[src/rtl/tw_pkg.sv]
package tw_pkg;

   localparam int NTOUR = 4;

   typedef enum logic [2:0] {
      PH_IDLE,
      PH_LEAD,
      PH_M1,
      PH_M2,
      PH_M3
   } tw_phase_e;

   // tour table: index 0 = A, 1 = B, 2 = C, 3 = D
   function automatic int tour_mid1(input int t);
      return (t == 3) ? 4 : 1;
   endfunction

   function automatic int tour_mid2(input int t);
      return (t == 3) ? 3 : 2;
   endfunction

   function automatic int tour_mid2_min(input int t);
      return (t == 1) ? 2 : 1;
   endfunction

   function automatic int tour_mid2_rep(input int t);
      return (t == 0) ? 0 : 1;
   endfunction

   function automatic int tour_has_mid3(input int t);
      return (t == 0) ? 1 : 0;
   endfunction

   function automatic int tour_has_tail(input int t);
      return (t == 1) ? 0 : 1;
   endfunction

endpackage

[src/rtl/tw_tour_match.sv]
module tw_tour_match #(
   parameter int STATE_W  = 3,
   parameter int LEAD     = 0,
   parameter int MID1     = 1,
   parameter int MID2     = 2,
   parameter int MID2_MIN = 1,
   parameter int MID2_REP = 0,
   parameter int HAS_MID3 = 0,
   parameter int MID3     = 3,
   parameter int HAS_TAIL = 1
) (
   input  logic               clk,
   input  logic               rst,
   input  logic [STATE_W-1:0] code_i,
   output logic               hit_o
);
   import tw_pkg::*;

   localparam logic [STATE_W-1:0] C_LEAD = STATE_W'(LEAD);
   localparam logic [STATE_W-1:0] C_MID1 = STATE_W'(MID1);
   localparam logic [STATE_W-1:0] C_MID2 = STATE_W'(MID2);
   localparam logic [STATE_W-1:0] C_MID3 = STATE_W'(MID3);
   localparam logic [1:0]         C_MIN  = 2'(MID2_MIN);
   localparam bit                 ENDS_ON_MID2 = (HAS_MID3 == 0) && (HAS_TAIL == 0);

   if (MID2_MIN < 1 || MID2_MIN > 3) begin : g_bad_min
      $error("tw_tour_match: MID2_MIN must be 1..3");
   end
   if (MID2_REP == 0 && MID2_MIN != 1) begin : g_bad_rep
      $error("tw_tour_match: a non-repeating step needs MID2_MIN of 1");
   end
   if (HAS_MID3 != 0 && HAS_TAIL == 0) begin : g_bad_tail
      $error("tw_tour_match: a third middle step needs a closing run");
   end
   if (MID1 == LEAD || MID2 == LEAD || MID2 == MID1) begin : g_bad_codes
      $error("tw_tour_match: step codes must differ from their neighbours");
   end

   tw_phase_e  ph_q, ph_d;
   tw_phase_e  restart;
   logic [1:0] rep_q, rep_d, rep_inc;
   logic       hit_d;
   logic       reached;

   assign restart = (code_i == C_LEAD) ? PH_LEAD : PH_IDLE;
   assign rep_inc = (rep_q == 2'd3) ? 2'd3 : rep_q + 2'd1;
   assign reached = (rep_q >= C_MIN);

   always_comb begin
      ph_d  = restart;
      rep_d = rep_q;
      hit_d = 1'b0;
      unique case (ph_q)
         PH_IDLE: ph_d = restart;
         PH_LEAD: begin
            if (code_i == C_MID1) ph_d = PH_M1;
         end
         PH_M1: begin
            if (code_i == C_MID2) begin
               ph_d  = PH_M2;
               rep_d = 2'd1;
               hit_d = ENDS_ON_MID2 && (C_MIN == 2'd1);
            end
         end
         PH_M2: begin
            if (code_i == C_MID2) begin
               if (MID2_REP != 0) begin
                  ph_d  = PH_M2;
                  rep_d = rep_inc;
                  hit_d = ENDS_ON_MID2 && (rep_inc == C_MIN) && (rep_q < C_MIN);
               end
            end else if (HAS_MID3 != 0) begin
               if (code_i == C_MID3 && reached) ph_d = PH_M3;
            end else if (HAS_TAIL != 0) begin
               if (code_i == C_LEAD && reached) hit_d = 1'b1;
            end
         end
         PH_M3: begin
            if (code_i == C_LEAD) hit_d = 1'b1;
         end
         default: ph_d = PH_IDLE;
      endcase
   end

   always_ff @(posedge clk) begin
      if (rst) begin
         ph_q  <= PH_IDLE;
         rep_q <= 2'd0;
         hit_o <= 1'b0;
      end else begin
         ph_q  <= ph_d;
         rep_q <= rep_d;
         hit_o <= hit_d;
      end
   end

endmodule

[src/rtl/tw_sat_count.sv]
module tw_sat_count #(
   parameter int W = 16
) (
   input  logic         clk,
   input  logic         rst,
   input  logic         inc_i,
   output logic [W-1:0] cnt_o
);
   if (W < 1) begin : g_bad_w
      $error("tw_sat_count: W must be at least 1");
   end

   localparam logic [W-1:0] TOP = '1;

   always_ff @(posedge clk) begin
      if (rst)                        cnt_o <= '0;
      else if (inc_i && cnt_o != TOP) cnt_o <= cnt_o + W'(1);
   end

endmodule

[src/rtl/tw_dwell.sv]
module tw_dwell #(
   parameter int STATE_W = 3,
   parameter int W       = 16,
   parameter int CODE    = 2
) (
   input  logic               clk,
   input  logic               rst,
   input  logic [STATE_W-1:0] code_i,
   output logic [W-1:0]       cnt_o,
   output logic               vld_o
);
   if (W < 1) begin : g_bad_w
      $error("tw_dwell: W must be at least 1");
   end

   localparam logic [STATE_W-1:0] C_CODE = STATE_W'(CODE);
   localparam logic [W-1:0]       TOP    = '1;

   logic         in_run;
   logic [W-1:0] run_q;

   always_ff @(posedge clk) begin
      if (rst) begin
         in_run <= 1'b0;
         run_q  <= '0;
         cnt_o  <= '0;
         vld_o  <= 1'b0;
      end else if (code_i == C_CODE) begin
         in_run <= 1'b1;
         vld_o  <= 1'b0;
         if (!in_run)          run_q <= '0;
         else if (run_q != TOP) run_q <= run_q + W'(1);
      end else begin
         in_run <= 1'b0;
         vld_o  <= in_run;
         if (in_run) cnt_o <= run_q;
      end
   end

endmodule

[src/rtl/tour_watch.sv]
module tour_watch #(
   parameter int STATE_W    = 3,
   parameter int HIT_W      = 16,
   parameter int DWELL_W    = 16,
   parameter int DWELL_CODE = 2
) (
   input  logic                           clk,
   input  logic                           rst,
   input  logic [STATE_W-1:0]             state_i,
   output logic [tw_pkg::NTOUR-1:0]       match_o,
   output logic [tw_pkg::NTOUR*HIT_W-1:0] hits_o,
   output logic                           both_o,
   output logic [DWELL_W-1:0]             dwell_cnt_o,
   output logic                           dwell_vld_o
);
   import tw_pkg::*;

   localparam int IDX_C = 2;
   localparam int IDX_D = 3;

   if (STATE_W < 3) begin : g_bad_state_w
      $error("tour_watch: STATE_W must hold code 4");
   end
   if (DWELL_CODE < 0 || DWELL_CODE >= (1 << STATE_W)) begin : g_bad_dwell
      $error("tour_watch: DWELL_CODE out of range");
   end

   for (genvar t = 0; t < NTOUR; t++) begin : g_tour
      tw_tour_match #(
         .STATE_W  (STATE_W),
         .LEAD     (0),
         .MID1     (tour_mid1(t)),
         .MID2     (tour_mid2(t)),
         .MID2_MIN (tour_mid2_min(t)),
         .MID2_REP (tour_mid2_rep(t)),
         .HAS_MID3 (tour_has_mid3(t)),
         .MID3     (3),
         .HAS_TAIL (tour_has_tail(t))
      ) match_i (
         .clk    (clk),
         .rst    (rst),
         .code_i (state_i),
         .hit_o  (match_o[t])
      );

      tw_sat_count #(.W(HIT_W)) hits_i (
         .clk   (clk),
         .rst   (rst),
         .inc_i (match_o[t]),
         .cnt_o (hits_o[t*HIT_W +: HIT_W])
      );
   end

   logic seen_c, seen_d;

   always_ff @(posedge clk) begin
      if (rst) begin
         seen_c <= 1'b0;
         seen_d <= 1'b0;
      end else begin
         seen_c <= seen_c | match_o[IDX_C];
         seen_d <= seen_d | match_o[IDX_D];
      end
   end

   assign both_o = seen_c & seen_d;

   tw_dwell #(
      .STATE_W (STATE_W),
      .W       (DWELL_W),
      .CODE    (DWELL_CODE)
   ) dwell_i (
      .clk    (clk),
      .rst    (rst),
      .code_i (state_i),
      .cnt_o  (dwell_cnt_o),
      .vld_o  (dwell_vld_o)
   );

endmodule

[config.mk]
export PLATFORM = sky130hd
export DESIGN_NAME = tour_watch
export DESIGN_NICKNAME = d
export VERILOG_FILES = /design/src/rtl/tw_pkg.sv /design/src/rtl/tw_tour_match.sv /design/src/rtl/tw_sat_count.sv /design/src/rtl/tw_dwell.sv /design/src/rtl/tour_watch.sv
export SDC_FILE = /design/constraint.sdc
export NUM_CORES = 1
export LEC_CHECK = 0
export CAP_MARGIN = 20
export CORE_ASPECT_RATIO = 0.75
export CORE_MARGIN = 2
export CORE_UTILIZATION = 38
export CTS_CLUSTER_SIZE = 10
export DETAILED_ROUTE_END_ITERATION = 8
export HOLD_SLACK_MARGIN = 0.15
export SLEW_MARGIN = 20
export SYNTH_ARGS = -nofsm -noshare
export SYNTH_HDL_FRONTEND = slang
export SYNTH_SLANG_ARGS = --single-unit
[constraint.sdc]
create_clock -name clk -period 2.46 [get_ports clk]
set_input_delay 0.492 -clock clk [delete_from_list [all_inputs] [get_ports clk]]
set_output_delay 0.492 -clock clk [all_outputs]
set_load 0.03 [all_outputs]
==> impl_metrics.tcl <==
set metrics [dict create \
    port_buffers 90 \
    grt-ovfl-total 0 \
    placed_cells 899 \
    grt_use_total_pct 18.2 \
    syn_to_final_growth_pct 30.3 \
    p_clk_share_pct 52.7 \
    rows 37 \
    dr.first_iter.drc_count 273 \
    syn_nets 658 \
    post-route-drc-count 0 \
    cp_slowest_cell "clkdlybuf4s50_1" \
    core_mm2 0.0139 \
    cts_hold_buf 0 \
    synth-adder-area-share_pct 1.15 \
    cts_root_buffer "clkbuf_16" \
    holdWs_ps 432 \
    synth_xor_area_share_pct 6.75 \
    die_h_um 108 \
    cts_buffer_depth 2 \
    peakVddDrop_mv 0.487 \
    final_nets 753 \
    synthSimpleGateAreaFrac_pct 29.7 \
    reg2reg_to "dwell_i.run_q[12]" \
    grt_pass1_wl_mm 22.9 \
    synth_seq_area_share_pct 44.1 \
    cts_resized 0 \
    place.gp.congestion 0.853 \
    rsz0062_at_grt "no" \
    status "completed" \
    antenna_found_initial 0 \
    firstDrtPassIters 4 \
    hold_violations 0 \
    num_antenna_cells 0 \
    synth_compound_area_share_pct 13.2 \
    clk_pin_slew_ps 50 \
    max_stage_delay_ps 740 \
    cts_made_buffers 17 \
    viasPerCell 5.38 \
    period_needed_ps 2180 \
    grt_use_met3_pct 4.14 \
    critical_path_class "register to output pin" \
    clock_latency_ps 400 \
    async_reset_ff_share_pct 0 \
    ant_nets 0 \
    yosys-top-cells-area "dfxtp_1 (44%), nand2_1 (5.5%), nor2_1 (5.2%), a21oi_1 (4.8%), xnor2_1 (3.4%)" \
    cts_sinks 120 \
    grt_pass1_vias 4705 \
    cp_top_family "buffers and inverters" \
    end_kind "output pin" \
    drive_gt1_share_pct 8.64 \
    routedWlPerCell_um 14.4 \
    synth_flop_cell "dfxtp_1" \
    synthMuxAreaShare_pct 1.84 \
    post-dp-hpwl_mm 9.28 \
    synth_seq_cells 120 \
    met2_usage_pct 27.6 \
    hold_path_depth 2 \
    vias 4983 \
    r2r_start "dwell_i.run_q[0]" \
    postCtsSetupRepairBufs 0 \
    hold_class "input pin to register" \
    worstHoldStart "rst" \
    synth_top_family_by_area "simple AND/OR/NAND/NOR gates" \
    yosysTopAreaCell "dfxtp_1" \
    busiest_layer "met2" \
    fp.dieW_um 142 \
    wirelength_mm 13.3 \
    htreeDepth 4 \
    ys_top_cells_by_count "dfxtp_1 (120), nand2_1 (80), nor2_1 (76), a21oi_1 (52), nand3_1 (32)" \
    setup_viol 0 \
    synth-edff-count 0 \
    instances_no_fill 927 \
    power_mw 4.31 \
    path_buf_inv 1 \
    utilization_pct 51.2 \
    start_kind "register" \
    fillers 1320 \
    hold_path_end "seen_d" \
    syn_inst 648 \
    cp.required_ps 1970 \
    yosysWarnings 0 \
    p_seq_share_pct 45.4 \
    initial_core_util_pct 39.3 \
    synth.most_common_cell "dfxtp_1" \
    io_pins 91 \
    p_switching_uw 863 \
    switching_share_pct 20.0 \
    synth_area_mm2 0.00545 \
    yosys.cell_types.count 60 \
    combPwrFrac_pct 2.0 \
    post-route-period-util_pct 88.5 \
    power-per-cell-area_mw_per_mm2 606 \
    setup_ws_ps 282 \
    rrSetupSlack_ps 360 \
    intPower_mw 3.44 \
    synth.avg_cell_area_um2 8.41 \
    finClkSkew_ps 8.09 \
    timing.max_cap.violations 0 \
    maxSlewViolCount 0 \
    finalSetupTns_ps 0 \
    p_leak_nw 2.43 \
    crit_chain "clkdlybuf4s50_1" \
    dieArea_mm2 0.0153 \
    worst-r2r-cell-count 6 \
    post-place-ws_ps 43.9 \
    grt_use_met1_pct 25.8 \
    tritoncts "yes" \
    fmax_mhz 459 \
    slew_headroom_pct 55.5 \
    critPathMaxFanout 10 \
    final_area_mm2 0.00711 \
    grt_start_max_net_pins 50 \
    cp_data_arrival_time_ps 1690 \
    synth_top_area_share_pct 44.1 \
    placed_area_mm2 0.00657 \
    worst_slew_pin_slew_ps 661 \
]
[worst max path at each step]
stage | start | end | slack, ps | cells after the start
5_1_grt | dwell_i.run_q[0] | dwell_i.run_q[8] | 160 | 6
4_1_cts | g_tour[0].match_i.hit_o | match_o[0] | 280 | 1
6_report | g_tour[0].match_i.hit_o | match_o[0] | 280 | 1
3_3_place_gp | state_i[1] | dwell_i.run_q[8] | 90 | 6
3_5_place_dp | state_i[1] | dwell_i.run_q[8] | 40 | 6
2_1_floorplan | g_tour[0].hits_i.cnt_o[0] | g_tour[0].hits_i.cnt_o[1] | 410 | 6
[final cells by class]
cell class	count	area [µm²]	area share, %
inverter	11	41.3	0.581
multi-input combinational	485	2870	40.4
clock inverter	4	45.0	0.634
tap	175	219	3.08
clock buffer	24	492	6.92
sequential	120	2400	33.8
timing repair buffer	108	1030	14.5
[state kept, by name (all words and copies together) (netlist names)]
| register | count |
|---|---|
| dwell_i.cnt_o | 16 |
| dwell_i.run_q | 16 |
| g_tour.hits_i.cnt_o | 64 |
| seen_c | 1 |
| g_tour.match_i.rep_q | 7 |
| g_tour.match_i.hit_o | 4 |
| dwell_i.vld_o | 1 |
| dwell_i.in_run | 1 |
| g_tour.match_i.ph_q | 9 |
| seen_d | 1 |
[placed cells by master (no fill, tap or decap), types with 6 or more instances in the layout]
master,count
a211oi_1,10
or3_1,8
clkbuf_16,17
nand2_1,80
a31oi_1,8
clkdlybuf4s50_1,89
nor4_1,10
inv_1,11
xnor2_1,21
a21oi_1,52
nor2_1,76
xor2_1,21
or4_1,7
o21ai_0,20
mux2i_1,10
nand3_1,32
buf_4,19
and2_1,6
nand4_1,23
nor3_1,18
dfxtp_1,120
and3_1,11
[power by group through the flow]
| stage | Clock (mW) | Combinational, mW | Sequential, mW |
|---|---|---|---|
| floorplan | 0 | 0.0519 | 1.99 |
| global placement | 0 | 0.0843 | 1.99 |
| detailed placement | 0 | 0.0859 | 1.99 |
| CTS | 2.32 | 0.0865 | 1.95 |
| global route | 2.42 | 0.0947 | 1.95 |
| finish | 2.27 | 0.0852 | 1.95 |
[layer usage]
layer / part of all wire (%) / routed length, µm
met1: 51 / 6860
met2: 43 / 5760
met3: 4.9 / 654
met4: 0.37 / 49
met5: 0 / 0
[kinds of logic after synthesis]
family | Yosys count
compound gates | 115
buf+inv | 43
simple gates | 313
flops | 120
mux | 10
xor+xnor | 42
fa+ha+maj | 5
Power figures use the tool's default switching activity.
